$ cat config.mk
export PLATFORM = sky130hd
export DESIGN_NAME = i2c_regbank_target
export DESIGN_NICKNAME = d
export VERILOG_FILES = /design/src/rtl/i2c_tgt_pkg.sv /design/src/rtl/i2c_line_sync.sv /design/src/rtl/i2c_reg_bank.sv /design/src/rtl/i2c_tgt_ctrl.sv /design/src/rtl/i2c_regbank_target.sv
export SDC_FILE = /design/constraint.sdc
export NUM_CORES = 1
export LEC_CHECK = 0
export BUFFER_PORTS_ARGS = -buffer_cell sky130_fd_sc_hd__buf_2
export CAP_MARGIN = 15
export CORE_MARGIN = 2
export CORE_UTILIZATION = 28
export DETAILED_ROUTE_END_ITERATION = 10
export SLEW_MARGIN = 25
export SYNTH_ARGS = -nofsm -noshare
export SYNTH_HDL_FRONTEND = slang
export SYNTH_SLANG_ARGS = --single-unit
export TNS_END_PERCENT = 5
$ cat constraint.sdc
create_clock -name clk -period 5.2 [get_ports clk]
set_input_delay 1.04 -clock clk [delete_from_list [all_inputs] [get_ports clk]]
set_output_delay 1.04 -clock clk [all_outputs]
set_load 0.01 [all_outputs]
$ cat src/rtl/i2c_tgt_pkg.sv
package i2c_tgt_pkg;
  typedef enum logic [2:0] {
    PH_IDLE,  // not addressed, ignoring the bus
    PH_RX,    // shifting a byte in from the controller
    PH_ACK,   // holding SDA low for our acknowledge
    PH_TX,    // shifting a byte out to the controller
    PH_MACK   // sampling the controller's acknowledge
  } phase_t;

  typedef enum logic [1:0] {
    BY_ADDR,
    BY_CMD,
    BY_DATA
  } byte_kind_t;
endpackage

$ cat src/rtl/i2c_line_sync.sv
module i2c_line_sync #(
  parameter int SYNC_STAGES = 2
) (
  input  logic clk,
  input  logic rst,
  input  logic scl_i,
  input  logic sda_i,
  output logic scl_s,
  output logic sda_s,
  output logic scl_rise,
  output logic scl_fall,
  output logic start_det,
  output logic stop_det
);
  logic [SYNC_STAGES-1:0] scl_ff, sda_ff;
  logic scl_d, sda_d;

  always_ff @(posedge clk) begin
    if (rst) begin
      scl_ff <= '1;
      sda_ff <= '1;
      scl_d  <= 1'b1;
      sda_d  <= 1'b1;
    end else begin
      scl_ff <= {scl_ff[SYNC_STAGES-2:0], scl_i};
      sda_ff <= {sda_ff[SYNC_STAGES-2:0], sda_i};
      scl_d  <= scl_ff[SYNC_STAGES-1];
      sda_d  <= sda_ff[SYNC_STAGES-1];
    end
  end

  assign scl_s     = scl_ff[SYNC_STAGES-1];
  assign sda_s     = sda_ff[SYNC_STAGES-1];
  assign scl_rise  = scl_s & ~scl_d;
  assign scl_fall  = ~scl_s & scl_d;
  // SDA edges are only conditions when SCL is high on both samples
  assign start_det = scl_s & scl_d & sda_d & ~sda_s;
  assign stop_det  = scl_s & scl_d & ~sda_d & sda_s;
endmodule

$ cat src/rtl/i2c_reg_bank.sv
module i2c_reg_bank #(
  parameter int NUM_REGS = 8,
  parameter int DW       = 8,
  localparam int AW      = (NUM_REGS > 1) ? $clog2(NUM_REGS) : 1
) (
  input  logic                   clk,
  input  logic                   rst,
  input  logic                   we,
  input  logic [AW-1:0]          waddr,
  input  logic [DW-1:0]          wdata,
  input  logic [AW-1:0]          raddr,
  output logic [DW-1:0]          rdata,
  output logic [NUM_REGS*DW-1:0] regs_o
);
  logic [DW-1:0] mem [NUM_REGS];

  for (genvar k = 0; k < NUM_REGS; k++) begin : g_reg
    always_ff @(posedge clk) begin
      if (rst)                            mem[k] <= '0;
      else if (we && waddr == AW'(k))     mem[k] <= wdata;
    end
    assign regs_o[k*DW +: DW] = mem[k];
  end

  assign rdata = mem[raddr];
endmodule

$ cat src/rtl/i2c_tgt_ctrl.sv
module i2c_tgt_ctrl
  import i2c_tgt_pkg::*;
#(
  parameter int         NUM_REGS = 8,
  parameter logic [6:0] TGT_ADDR = 7'h6B,
  localparam int        AW       = (NUM_REGS > 1) ? $clog2(NUM_REGS) : 1
) (
  input  logic          clk,
  input  logic          rst,
  input  logic          sda_s,
  input  logic          scl_rise,
  input  logic          scl_fall,
  input  logic          start_det,
  input  logic          stop_det,
  input  logic [7:0]    rd_data,
  output logic [AW-1:0] raddr,
  output logic          we,
  output logic [AW-1:0] waddr,
  output logic [7:0]    wdata,
  output logic          sda_oe
);
  phase_t     phase;
  byte_kind_t kind;
  logic [2:0] bit_cnt;
  logic       got;
  logic [7:0] shreg, tx_sr;
  logic       rd_dir, byte_mode, cnt_known, cnt_sent, m_ack;
  logic [7:0] limit, wr_n;
  logic [AW-1:0] ptr, ptr_next;
  logic [7:0] remain;

  assign ptr_next = (ptr == AW'(NUM_REGS-1)) ? '0 : ptr + 1'b1;
  assign remain   = 8'(NUM_REGS) - 8'(ptr);
  assign raddr    = ptr;

  always_ff @(posedge clk) begin
    if (rst) begin
      phase <= PH_IDLE;  kind <= BY_ADDR;  bit_cnt <= '0;  got <= 1'b0;
      shreg <= '0;  tx_sr <= '0;  rd_dir <= 1'b0;  byte_mode <= 1'b0;
      cnt_known <= 1'b0;  cnt_sent <= 1'b0;  m_ack <= 1'b0;
      limit <= '0;  wr_n <= '0;  ptr <= '0;
      we <= 1'b0;  waddr <= '0;  wdata <= '0;  sda_oe <= 1'b0;
    end else begin
      we <= 1'b0;
      if (start_det) begin
        phase <= PH_RX;  kind <= BY_ADDR;  bit_cnt <= '0;
        got <= 1'b0;  sda_oe <= 1'b0;
      end else if (stop_det) begin
        phase <= PH_IDLE;  sda_oe <= 1'b0;  got <= 1'b0;
      end else begin
        unique case (phase)
          PH_RX: begin
            if (scl_rise) begin
              shreg   <= {shreg[6:0], sda_s};
              bit_cnt <= bit_cnt + 1'b1;
              if (bit_cnt == 3'd7) got <= 1'b1;
            end else if (scl_fall && got) begin
              got     <= 1'b0;
              bit_cnt <= '0;
              unique case (kind)
                BY_ADDR: begin
                  if (shreg[7:1] == TGT_ADDR) begin
                    rd_dir <= shreg[0];
                    kind   <= BY_CMD;
                    sda_oe <= 1'b1;
                    phase  <= PH_ACK;
                  end else begin
                    phase  <= PH_IDLE;
                  end
                end
                BY_CMD: begin
                  ptr       <= shreg[AW-1:0];
                  byte_mode <= shreg[7];
                  cnt_known <= shreg[7];
                  limit     <= 8'd1;
                  wr_n      <= '0;
                  cnt_sent  <= 1'b0;
                  kind      <= BY_DATA;
                  sda_oe    <= 1'b1;
                  phase     <= PH_ACK;
                end
                default: begin
                  if (!cnt_known) begin
                    limit     <= shreg;
                    cnt_known <= 1'b1;
                  end else if (wr_n < limit) begin
                    we    <= 1'b1;
                    waddr <= ptr;
                    wdata <= shreg;
                    wr_n  <= wr_n + 1'b1;
                    ptr   <= ptr_next;
                  end
                  sda_oe <= 1'b1;
                  phase  <= PH_ACK;
                end
              endcase
            end
          end
          PH_ACK: begin
            if (scl_fall) begin
              bit_cnt <= '0;
              if (rd_dir) begin
                phase <= PH_TX;
                if (!byte_mode && !cnt_sent) begin
                  tx_sr <= remain;  sda_oe <= ~remain[7];  cnt_sent <= 1'b1;
                end else begin
                  tx_sr <= rd_data;  sda_oe <= ~rd_data[7];  ptr <= ptr_next;
                end
              end else begin
                sda_oe <= 1'b0;
                phase  <= PH_RX;
              end
            end
          end
          PH_TX: begin
            if (scl_fall) begin
              bit_cnt <= bit_cnt + 1'b1;
              if (bit_cnt == 3'd7) begin
                sda_oe <= 1'b0;
                phase  <= PH_MACK;
              end else begin
                tx_sr  <= {tx_sr[6:0], 1'b0};
                sda_oe <= ~tx_sr[6];
              end
            end
          end
          PH_MACK: begin
            if (scl_rise) begin
              m_ack <= ~sda_s;
            end else if (scl_fall) begin
              bit_cnt <= '0;
              if (m_ack) begin
                phase <= PH_TX;
                if (!byte_mode && !cnt_sent) begin
                  tx_sr <= remain;  sda_oe <= ~remain[7];  cnt_sent <= 1'b1;
                end else begin
                  tx_sr <= rd_data;  sda_oe <= ~rd_data[7];  ptr <= ptr_next;
                end
              end else begin
                phase <= PH_IDLE;
              end
            end
          end
          default: ;
        endcase
      end
    end
  end
endmodule

$ cat src/rtl/i2c_regbank_target.sv
module i2c_regbank_target #(
  parameter int         NUM_REGS    = 8,
  parameter logic [6:0] TGT_ADDR    = 7'h6B,
  parameter int         SYNC_STAGES = 2
) (
  input  logic                  clk,
  input  logic                  rst,
  input  logic                  scl_i,
  input  logic                  sda_i,
  output logic                  sda_oe,
  output logic [NUM_REGS*8-1:0] regs_o
);
  localparam int AW = (NUM_REGS > 1) ? $clog2(NUM_REGS) : 1;

  logic scl_s, sda_s, scl_rise, scl_fall, start_det, stop_det;
  logic we;
  logic [AW-1:0] waddr, raddr;
  logic [7:0] wdata, rdata;

  i2c_line_sync #(.SYNC_STAGES(SYNC_STAGES)) i_sync (
    .clk(clk), .rst(rst), .scl_i(scl_i), .sda_i(sda_i),
    .scl_s(scl_s), .sda_s(sda_s), .scl_rise(scl_rise), .scl_fall(scl_fall),
    .start_det(start_det), .stop_det(stop_det)
  );

  i2c_tgt_ctrl #(.NUM_REGS(NUM_REGS), .TGT_ADDR(TGT_ADDR)) i_ctrl (
    .clk(clk), .rst(rst), .sda_s(sda_s), .scl_rise(scl_rise), .scl_fall(scl_fall),
    .start_det(start_det), .stop_det(stop_det), .rd_data(rdata), .raddr(raddr),
    .we(we), .waddr(waddr), .wdata(wdata), .sda_oe(sda_oe)
  );

  i2c_reg_bank #(.NUM_REGS(NUM_REGS), .DW(8)) i_bank (
    .clk(clk), .rst(rst), .we(we), .waddr(waddr), .wdata(wdata),
    .raddr(raddr), .rdata(rdata), .regs_o(regs_o)
  );
endmodule

==> results.py, run 1 <==
metrics = {
    "drt": {
        "wl_met2_um": 8150,
        "met3WireLength_um": 622,
        "num_vias": 4783,
        "met1_length_um": 7280,
        "drc": 0,
        "dr.pass1.iters": 4,
        "viasPerCell": 4.96,
        "drtIter0Drc": 327,
        "antenna_left": 0,
        "wl_per_cell_um": 16.9,
        "routed_wl_um": 16400,
        "dr.max_layer_used": "met4",
    },
    "place": {
        "portBuffers": 68,
        "place_congestion": 0.768,
        "dpl.hpwl_um": 11900,
        "place_worst_setup_slack_ps": 2530,
    },
    "timing": {
        "slew_viol_final": 0,
        "rsz0062_at_grt": "false",
        "worst_pin_slew_ps": 900,
        "fin_crit_sh_pct": 46.0,
        "hold_viol": 0,
        "max_slew_margin_pct": 39.6,
        "finalWorstSetupSlack_ps": 2810,
        "finalSetupTns_ps": 0,
        "max_freq_mhz": 418,
        "finalCriticalPeriod_ps": 2390,
        "final-setup-viol-count": 0,
        "fin_skew_ps": 9.39,
    },
    "worst_hold_path": {
        "worstHoldPathType": "reg -> reg",
        "worstHoldEndpoint": "i_sync.sda_ff[1]$_SDFF_PP1_",
        "min_path_cells": 1,
        "min-delay-start": "i_sync.sda_ff[0]$_SDFF_PP1_",
    },
    "setup_path": {
        "crit_arrival_ps": 2730,
        "rrSetupSlack_ps": 2810,
        "crit_slowest_cell": "or3b_2",
        "path_class": "reg -> reg",
        "crit_family": "compound AO/OA/AOI/OAI gates",
        "timing.rr.start": "i_ctrl.bit_cnt[0]$_SDFFE_PP0P_",
        "slowest_delay_ps": 450,
        "crit_required_ps": 5540,
        "path_max_fanout": 13,
        "cp-start-kind": "flip-flop",
        "cp_cell_sequence": "ha_1, ha_1, or3b_2, a21oi_1, o2111a_1, o221ai_1, o31ai_1",
        "r2r_cells": 7,
        "reg2reg_to": "i_ctrl.tx_sr[0]$_SDFFE_PP0P_",
        "critPathBufInv": 0,
        "end_kind": "flip-flop",
        "crit_path_frequent_cell": "ha_1",
    },
    "run": {
        "drv_cap": 0,
    },
    "clock_network": {
        "hold_buffers": 0,
        "numCtsBuffers": 17,
        "cts_resized": 0,
        "post-cts-setup-buffers": 0,
        "clock_sinks": 134,
        "clk_latency_ps": 420,
        "root_buffer": "clkbuf_16",
        "clk_pin_slew_ps": 60,
        "htree_levels": 4,
        "cts_tree": "done",
        "clock_path_buffers": 2,
    },
    "run_status": {
        "status": "complete, no violations",
    },
    "logic_synthesis": {
        "seq_area_frac_synth_pct": 51.3,
        "netlist_instances": 603,
        "ys_ff_latch": 134,
        "synthArstFlopShare_pct": 0,
        "yosys.area.top_type_share_pct": 29.7,
        "avgSynthCellArea_um2": 10.7,
        "yosys_warnings": 0,
        "synthesis.nets": 620,
        "yosys_most_used_dff": "dfxtp_1",
        "synthTopCellsByArea": "edfxtp_1, dfxtp_1, and2_1",
        "synth_top_area_cell": "edfxtp_1",
        "synth_area_um2": 6480,
        "synth-edff-count": 64,
        "ys_types": 62,
    },
    "floorplanning": {
        "core_um2": 22600,
        "die_w_um": 156,
        "start_util_pct": 28.6,
        "die_h_um": 156,
        "dieArea_um2": 24400,
        "row_count": 55,
        "pin_count": 69,
    },
    "power_and_ir_drop": {
        "vdd_drop_max_mv": 0.207,
        "power.density_nw_per_um2": 313,
        "p_leak_uw": 0.00295,
    },
    "global_routing": {
        "antenna_found_initial": 0,
        "grt_use_total_pct": 13.8,
        "grt_pass1_vias": 4548,
        "grt-ovfl-total": 0,
        "grt_first_pass_wirelength_um": 25400,
        "grt_max_degree": 44,
    },
    "finish": {
        "fillers": 2243,
        "diodes": 0,
        "fin_nets": 684,
        "area_delta_synth_final_pct": 18.3,
        "final_layout_size_suffix_gt1_share_pct": 20.9,
    },
}
-- synthesized netlist by cell type (all sizes together) (3+ instances only) --
cell type	number
o221ai	3
inv	19
o21a	3
o211ai	3
clkbuf	16
o311ai	3
a31oi	5
o31ai	5
nand2b	14
o21ai	28
o22a	3
nor2b	4
ha	13
or3	4
xor2	3
edfxtp	64
a211o	5
and2	65
nand2	51
nor3b	5
mux2	5
dfxtp	70
mux2i	24
o22ai	6
nand3	19
nor2	41
o2111ai	3
a21oi	45
nor3	8
mux4	16
nand3b	3
buf	13
or2	6
-- cells in the final DEF, fill, tap and decap left out, drive strengths merged, types with 8 or more instances in the layout --
cell type,count
and2,65
inv,21
nor3,8
clkinv,10
nor2,41
o21ai,28
mux2i,24
ha,13
clkbuf,17
nand2,51
edfxtp,64
mux4,16
nand3,19
buf,74
a21oi,45
dfxtp,70
nand2b,14
-- metal layers --
layer | global-route usage (%) | vias to the layer above
met4 | 5.20 | 0
met1 | 17.6 | 2333
met5 | 0 | -
met2 | 22.9 | 103
met3 | 2.86 | 20
li1 | - | 2327
-- state kept, by name, indices dropped and copies added (netlist names), 2 cells and up, named ones only --
signal / count
i_ctrl.tx_sr: 7
i_ctrl.shreg: 8
i_bank.mem: 64
i_ctrl.wr_n: 8
i_ctrl.limit: 8
i_ctrl.waddr: 3
i_sync.sda_ff: 2
i_ctrl.raddr: 3
i_ctrl.phase: 3
i_sync.scl_ff: 2
i_ctrl.kind: 2
i_ctrl.wdata: 8
i_ctrl.bit_cnt: 3
-- metrics by stage --
stage | instances | hold slack [ps] | total power, µW | utilization [%] | instance area, µm²
finish | 965 | 413 | 2400 | 33.8 | 7660
global placement | 933 | 400 | 1250 | 31.3 | 7080
floorplan | 603 | 389 | 1210 | - | 6480
global route | 965 | 443 | 2470 | 33.8 | 7660
detailed placement | 933 | 398 | 1250 | 31.3 | 7080
CTS | 965 | 413 | 2420 | 33.8 | 7660
-- worst max path at each step --
| stage | startpoint | to | slack (ps) | cells after the start |
|---|---|---|---|---|
| 5_1_grt | i_ctrl.bit_cnt[0]$_SDFFE_PP0P_ | i_ctrl.tx_sr[0]$_SDFFE_PP0P_ | 2610 | 7 |
| 6_report | i_ctrl.bit_cnt[0]$_SDFFE_PP0P_ | i_ctrl.tx_sr[0]$_SDFFE_PP0P_ | 2810 | 7 |
| 4_1_cts | i_ctrl.bit_cnt[0]$_SDFFE_PP0P_ | i_ctrl.tx_sr[0]$_SDFFE_PP0P_ | 2800 | 7 |
| 2_1_floorplan | rst | i_bank.mem[1][0]$_SDFFCE_PN0P_ | 2810 | 4 |
| 3_3_place_gp | rst | i_bank.mem[0][0]$_SDFFCE_PN0P_ | 2560 | 6 |
| 3_5_place_dp | rst | i_bank.mem[0][0]$_SDFFCE_PN0P_ | 2530 | 6 |
-- final cells by class --
| class | count | area (µm²) | area share, % |
|---|---|---|---|
| clock inverter | 15 | 154 | 2.01 |
| timing repair buffer | 74 | 385 | 5.03 |
| inverter | 20 | 75.1 | 0.980 |
| multi-input combinational | 420 | 2940 | 38.4 |
| clock buffer | 17 | 425 | 5.55 |
| tap | 285 | 357 | 4.66 |
| sequential | 134 | 3320 | 43.4 |
-- where the power goes --
part	total, µW	switching (µW)	internal, µW
Clock	1170	465	705
Sequential	1140	19.4	1120
Combinational	87.0	54.8	32.2
-- worst reg2reg max path: stages (launching register included) --
cell,delay [ps]
dfxtp_1,320
ha_1,200
ha_1,240
or3b_2,450
a21oi_1,200
o2111a_1,430
o221ai_1,230
o31ai_1,250
-- kinds of logic after synthesis --
family	synth area share, %
flip-flops	51.3
multiplexers	10.1
buffers and inverters	3.36
XOR/XNOR	0.541
AND/OR/NAND/NOR	19.0
AO/OA/AOI/OAI	13.2
adder cells (fa/ha/maj)	2.51
Note: power is estimated with default switching activity, not from simulation.
==> run 2: changes to the inputs <==
==> constraint.sdc (replaced) <==
create_clock -name clk -period 2.1 [get_ports clk]
set_input_delay 0.42 -clock clk [delete_from_list [all_inputs] [get_ports clk]]
set_output_delay 0.42 -clock clk [all_outputs]
set_load 0.01 [all_outputs]
==> run 2 against run 1 <==
Against the previous run: setup slack lost 2700 ps; clock power grew 140%; via count grew 4.0%; cell area rose by 4.8%; critical path depth unchanged; clock skew grew 2.3 ps; sequential cell count did not move; hold slack lost 230 ps; non-clock buffer count is 48 higher; power up 150%; first-iteration DRC count grew 25%; highest routed layer unchanged.
==> results.py, run 2 (same netlist as run 1, synthesis figures left out) <==
metrics = {
    "clock_network": {
        "clock_path_buffers": 2,
        "cts_tree": "done",
        "clock_sinks": 134,
        "clk_latency_ps": 430,
        "root_buffer": "clkbuf_16",
        "numCtsBuffers": 17,
        "htree_levels": 4,
        "clk_pin_slew_ps": 60,
    },
    "timing": {
        "fin_crit_sh_pct": 95.7,
        "max_slew_margin_pct": 58.3,
        "slew_viol_final": 0,
        "fin_skew_ps": 11.7,
        "whs_ps": 181,
        "final-setup-viol-count": 0,
        "finalSetupTns_ps": 0,
        "hold_viol": 0,
        "worst_pin_slew_ps": 623,
        "max_freq_mhz": 497,
        "finalCriticalPeriod_ps": 2010,
        "rsz0062_at_grt": "true",
    },
    "finish": {
        "area_delta_synth_final_pct": 23.9,
        "regMostFlops": "i_bank.mem",
        "final_cell_mix": "dfxtp_1, buf_2, and2_1",
        "final_common_cell": "dfxtp_1",
        "final_cells": 1013,
        "seqCellArea_um2": 3320,
        "fillers": 2237,
        "diodes": 0,
        "final_layout_size_suffix_gt1_share_pct": 26.9,
        "multi_input_area_um2": 2950,
        "largest_reg_flops": 64,
        "fin_nets": 732,
    },
    "place": {
        "dpl.hpwl_um": 12500,
        "portBuffers": 68,
        "place_congestion": 0.835,
        "dp_cells": 979,
    },
    "setup_path": {
        "path_max_fanout": 3,
        "path_class": "reg -> reg",
        "crit_arrival_ps": 2340,
        "end_kind": "flip-flop",
        "slowest_delay_ps": 460,
        "crit_path_frequent_cell": "ha_1",
        "critPathBufInv": 0,
        "crit_required_ps": 2430,
        "crit_slowest_cell": "or3b_2",
        "cp-start-kind": "flip-flop",
        "cp_cell_sequence": "ha_1, ha_1, or3b_2, a21oi_2, o2111a_2, o221ai_2, o31ai_1",
        "crit_family": "compound AO/OA/AOI/OAI gates",
    },
    "floorplanning": {
        "die_h_um": 156,
        "die_w_um": 156,
        "core_um2": 22600,
        "pin_count": 69,
        "row_count": 55,
        "dieArea_um2": 24400,
        "start_util_pct": 28.6,
    },
    "global_routing": {
        "grt_first_pass_wirelength_um": 26600,
        "grt_pass1_vias": 4852,
        "grt-ovfl-total": 0,
        "antenna_found_initial": 0,
        "grt_max_degree": 44,
        "grt_use_total_pct": 14.5,
    },
    "drt": {
        "wl_per_cell_um": 16.7,
        "dr.pass1.iters": 5,
        "routed_wl_um": 16900,
        "antenna_left": 0,
        "drc": 0,
        "num_vias": 4974,
        "drtIter0Drc": 410,
        "viasPerCell": 4.91,
    },
    "power_and_ir_drop": {
        "vdd_drop_max_mv": 0.550,
        "power.density_nw_per_um2": 734,
        "p_leak_uw": 0.00316,
    },
    "run": {
        "drv_cap": 0,
    },
    "run_status": {
        "status": "complete, no violations",
    },
    "worst_hold_path": {
        "worstHoldPathType": "in -> reg",
    },
}
## run 2: layout make-up
cell class,count,area share (%)
clock buffer,18,5.35
clock inverter,14,1.57
inverter,20,0.935
multi-input combinational,420,36.8
sequential,134,41.4
tap,285,4.44
timing repair buffer,122,9.49
## run 2: worst paths after layout
check	slack, ps	depth (start not counted)	end	startpoint
hold reg to reg	410	1	i_sync.sda_ff[1]$_SDFF_PP1_	i_sync.sda_ff[0]$_SDFF_PP1_
setup reg to reg	90	7	i_ctrl.tx_sr[0]$_SDFFE_PP0P_	i_ctrl.bit_cnt[0]$_SDFFE_PP0P_
hold / removal	180	2	i_sync.sda_ff[0]$_SDFF_PP1_	sda_i
setup / recovery	90	7	i_ctrl.tx_sr[0]$_SDFFE_PP0P_	i_ctrl.bit_cnt[0]$_SDFFE_PP0P_
## run 2: metrics by stage
stage / total power [µW] / utilization (%) / instance area (µm²) / worst slack [ps]
5_1_grt: 6090 / 35.5 / 8030 / -11.5
3_5_place_dp: 3140 / 32.8 / 7430 / 19.1
2_1_floorplan: 3010 / - / 6480 / 86.6
4_1_cts: 5940 / 35.3 / 7990 / 22.1
6_report: 5890 / 35.5 / 8030 / 89.9
3_3_place_gp: 3140 / 32.8 / 7430 / 78.8
## run 2: power breakdown
part	switching, µW	internal (µW)	total, µW
combinational	155	106	261
clock	1180	1630	2810
sequential	39.0	2780	2820
total	1370	4520	5890
## run 2: timing repair
action	in CTS	in global routing
resized for setup	0	9
endpoints found under the setup margin	1	28
pin swaps	1	4
buffers inserted	0	2
hold buffers	0	0
## run 2: layer usage
metal  global-route usage (%)  share of wire [%]  vias up  wire length (µm)
li1                         -                  -     2417                 -
met1                     18.4                 44     2391              7400
met2                     24.0                 49      138              8270
met3                     3.14                4.6       28               779
met4                     6.07                2.6        0               437
met5                        0                  0        -                 0
==> run 3: changes to the inputs <==
--- a/config.mk
+++ b/config.mk
@@ -10,6 +10,7 @@
 export CORE_MARGIN = 2
 export CORE_UTILIZATION = 28
 export DETAILED_ROUTE_END_ITERATION = 10
+export PLACE_DENSITY = 0.44
 export SLEW_MARGIN = 25
 export SYNTH_ARGS = -nofsm -noshare
 export SYNTH_HDL_FRONTEND = slang
==> constraint.sdc (replaced) <==
create_clock -name clk -period 2.42 [get_ports clk]
set_input_delay 0.484 -clock clk [delete_from_list [all_inputs] [get_ports clk]]
set_output_delay 0.484 -clock clk [all_outputs]
set_load 0.01 [all_outputs]
==> run 3 against run 2 <==
Against the previous run: highest routed layer unchanged; clock power decreased by 3%; wire length increased by 8.6%; maximum frequency decreased by 10%; critical path depth down 2; utilization down 0.65 points; die area did not move; largest cell class unchanged.
==> results.py, run 3 (same netlist as run 1, synthesis figures left out) <==
metrics = {
    "global_routing": {
        "grt-ovfl-total": 0,
        "grt_use_total_pct": 15.7,
        "grt_first_pass_wirelength_um": 28800,
        "antenna_found_initial": 1,
        "grt_pass1_vias": 5001,
        "grt_max_degree": 34,
    },
    "floorplanning": {
        "die_w_um": 156,
        "start_util_pct": 28.6,
        "row_count": 55,
        "pin_count": 69,
        "dieArea_um2": 24400,
        "core_um2": 22600,
        "die_h_um": 156,
    },
    "clock_network": {
        "clk_pin_slew_ps": 60,
        "numCtsBuffers": 17,
        "hold_buffers": 0,
        "cts_resized": 0,
        "cts_tree": "done",
        "clk_latency_ps": 430,
        "clock_sinks": 134,
        "htree_levels": 4,
        "root_buffer": "clkbuf_16",
        "clock_path_buffers": 2,
        "post-cts-setup-buffers": 0,
    },
    "worst_hold_path": {
        "worstHoldEndpoint": "i_sync.scl_ff[0]$_SDFF_PP1_",
        "worstHoldPathType": "in -> reg",
        "min_path_cells": 2,
        "min-delay-start": "scl_i",
    },
    "setup_path": {
        "rrSetupSlack_ps": 190,
        "cp-start-kind": "flip-flop",
        "path_max_fanout": 6,
        "path_class": "reg -> reg",
        "crit_required_ps": 2780,
        "crit_slowest_cell": "dfxtp_1",
        "crit_arrival_ps": 2590,
        "cp_cell_sequence": "mux4_2, mux2_2, o311ai_0, mux2i_1, nor2_1",
        "slowest_delay_ps": 610,
        "reg2reg_to": "i_ctrl.sda_oe$_SDFFE_PP0P_",
        "r2r_cells": 5,
        "end_kind": "flip-flop",
    },
    "timing": {
        "slew_viol_final": 0,
        "rsz0062_at_grt": "false",
        "finalSetupTns_ps": 0,
        "fin_skew_ps": 10.4,
        "fin_crit_sh_pct": 92.3,
        "finalCriticalPeriod_ps": 2230,
        "max_slew_margin_pct": 53.0,
        "worst_pin_slew_ps": 703,
        "hold_viol": 0,
        "max_freq_mhz": 448,
        "final-setup-viol-count": 0,
    },
    "drt": {
        "drtIter0Drc": 337,
        "dr.pass1.iters": 4,
        "wl_per_cell_um": 18.5,
        "routed_wl_um": 18300,
        "viasPerCell": 4.94,
        "num_vias": 4894,
        "drc": 0,
        "antenna_left": 0,
    },
    "finish": {
        "regMostFlops": "i_bank.mem",
        "stdcell_area_um2": 7880,
        "largest_reg_flops": 64,
        "fin_nets": 709,
        "diodes": 0,
        "final_cell_mix": "dfxtp_1, buf_2, and2_1",
        "multi_input_area_um2": 2940,
        "final_common_cell": "dfxtp_1",
        "final_layout_size_suffix_gt1_share_pct": 23.7,
        "utilization_pct": 34.8,
        "seqCellArea_um2": 3320,
        "fillers": 2247,
        "area_delta_synth_final_pct": 21.7,
    },
    "run_status": {
        "status": "complete, no violations",
    },
    "run": {
        "drv_cap": 0,
    },
    "place": {
        "dpl.hpwl_um": 13700,
        "portBuffers": 68,
        "place_congestion": 0.798,
        "post_dp_cell_area_um2": 7260,
    },
    "power_and_ir_drop": {
        "p_leak_uw": 0.00309,
        "power.density_nw_per_um2": 684,
        "p_total_uw": 5390,
        "vdd_drop_max_mv": 0.484,
    },
}
## run 3: cell count changes in the layout (fill, tap and decap cells not counted), sizes merged
cell,change
inv,+4
clkinvlp,-4
bufinv,+2
clkinv,-2
buf,-23
## run 3: area by class of cell
cell class	instances	share of cell area, %
flip-flops and latches	134	42.2
clock inverters	14	2.37
clock buffers	18	5.45
repair buffers	99	7.27
inverters	20	0.953
multi-input cells	420	37.3
well taps	285	4.53
## run 3: worst max-delay path by stage
stage               cells past startpoint                         end  slack (ps)                        start
floorplan                               6                   flip-flop         410  i_ctrl.wr_n[6]$_SDFFE_PP0P_
global route                            5  i_ctrl.sda_oe$_SDFFE_PP0P_          20                    flip-flop
global placement                        5  i_ctrl.sda_oe$_SDFFE_PP0P_         130                    flip-flop
CTS                                     5  i_ctrl.sda_oe$_SDFFE_PP0P_         110                    flip-flop
detailed placement                      5  i_ctrl.sda_oe$_SDFFE_PP0P_         100                    flip-flop
finish                                  5  i_ctrl.sda_oe$_SDFFE_PP0P_         190                    flip-flop
## run 3: power by group
part           total [µW]  internal (µW)  switching [µW]
combinational         217           83.5             133
clock                2730           1650            1070
sequential           2450           2410            33.1
total                5390           4150            1240
## run 3: worst max-delay path: cells and delay by family (launching register included)
family / cells / cell delay, ps
muxes: 3 / 1020
DFF: 1 / 610
AOI/OAI and AO/OA: 1 / 440
and+or+nand+nor: 1 / 100
## run 3: stage by stage
stage,setup WS [ps],instances,hold WS (ps)
floorplan,407,603,389
global placement,125,958,401
detailed placement,97.5,958,397
CTS,110,990,229
global route,19.0,990,236
finish,186,990,246
## run 3: routing by layer
layer	track usage (%)	wire (µm)	part of all wire [%]	vias to the layer above
met2	25.3	8660	47	104
li1	-	-	-	2368
met3	2.97	714	3.9	16
met5	0	0	0	-
met4	5.37	272	1.5	0
met1	21.2	8690	47	2406
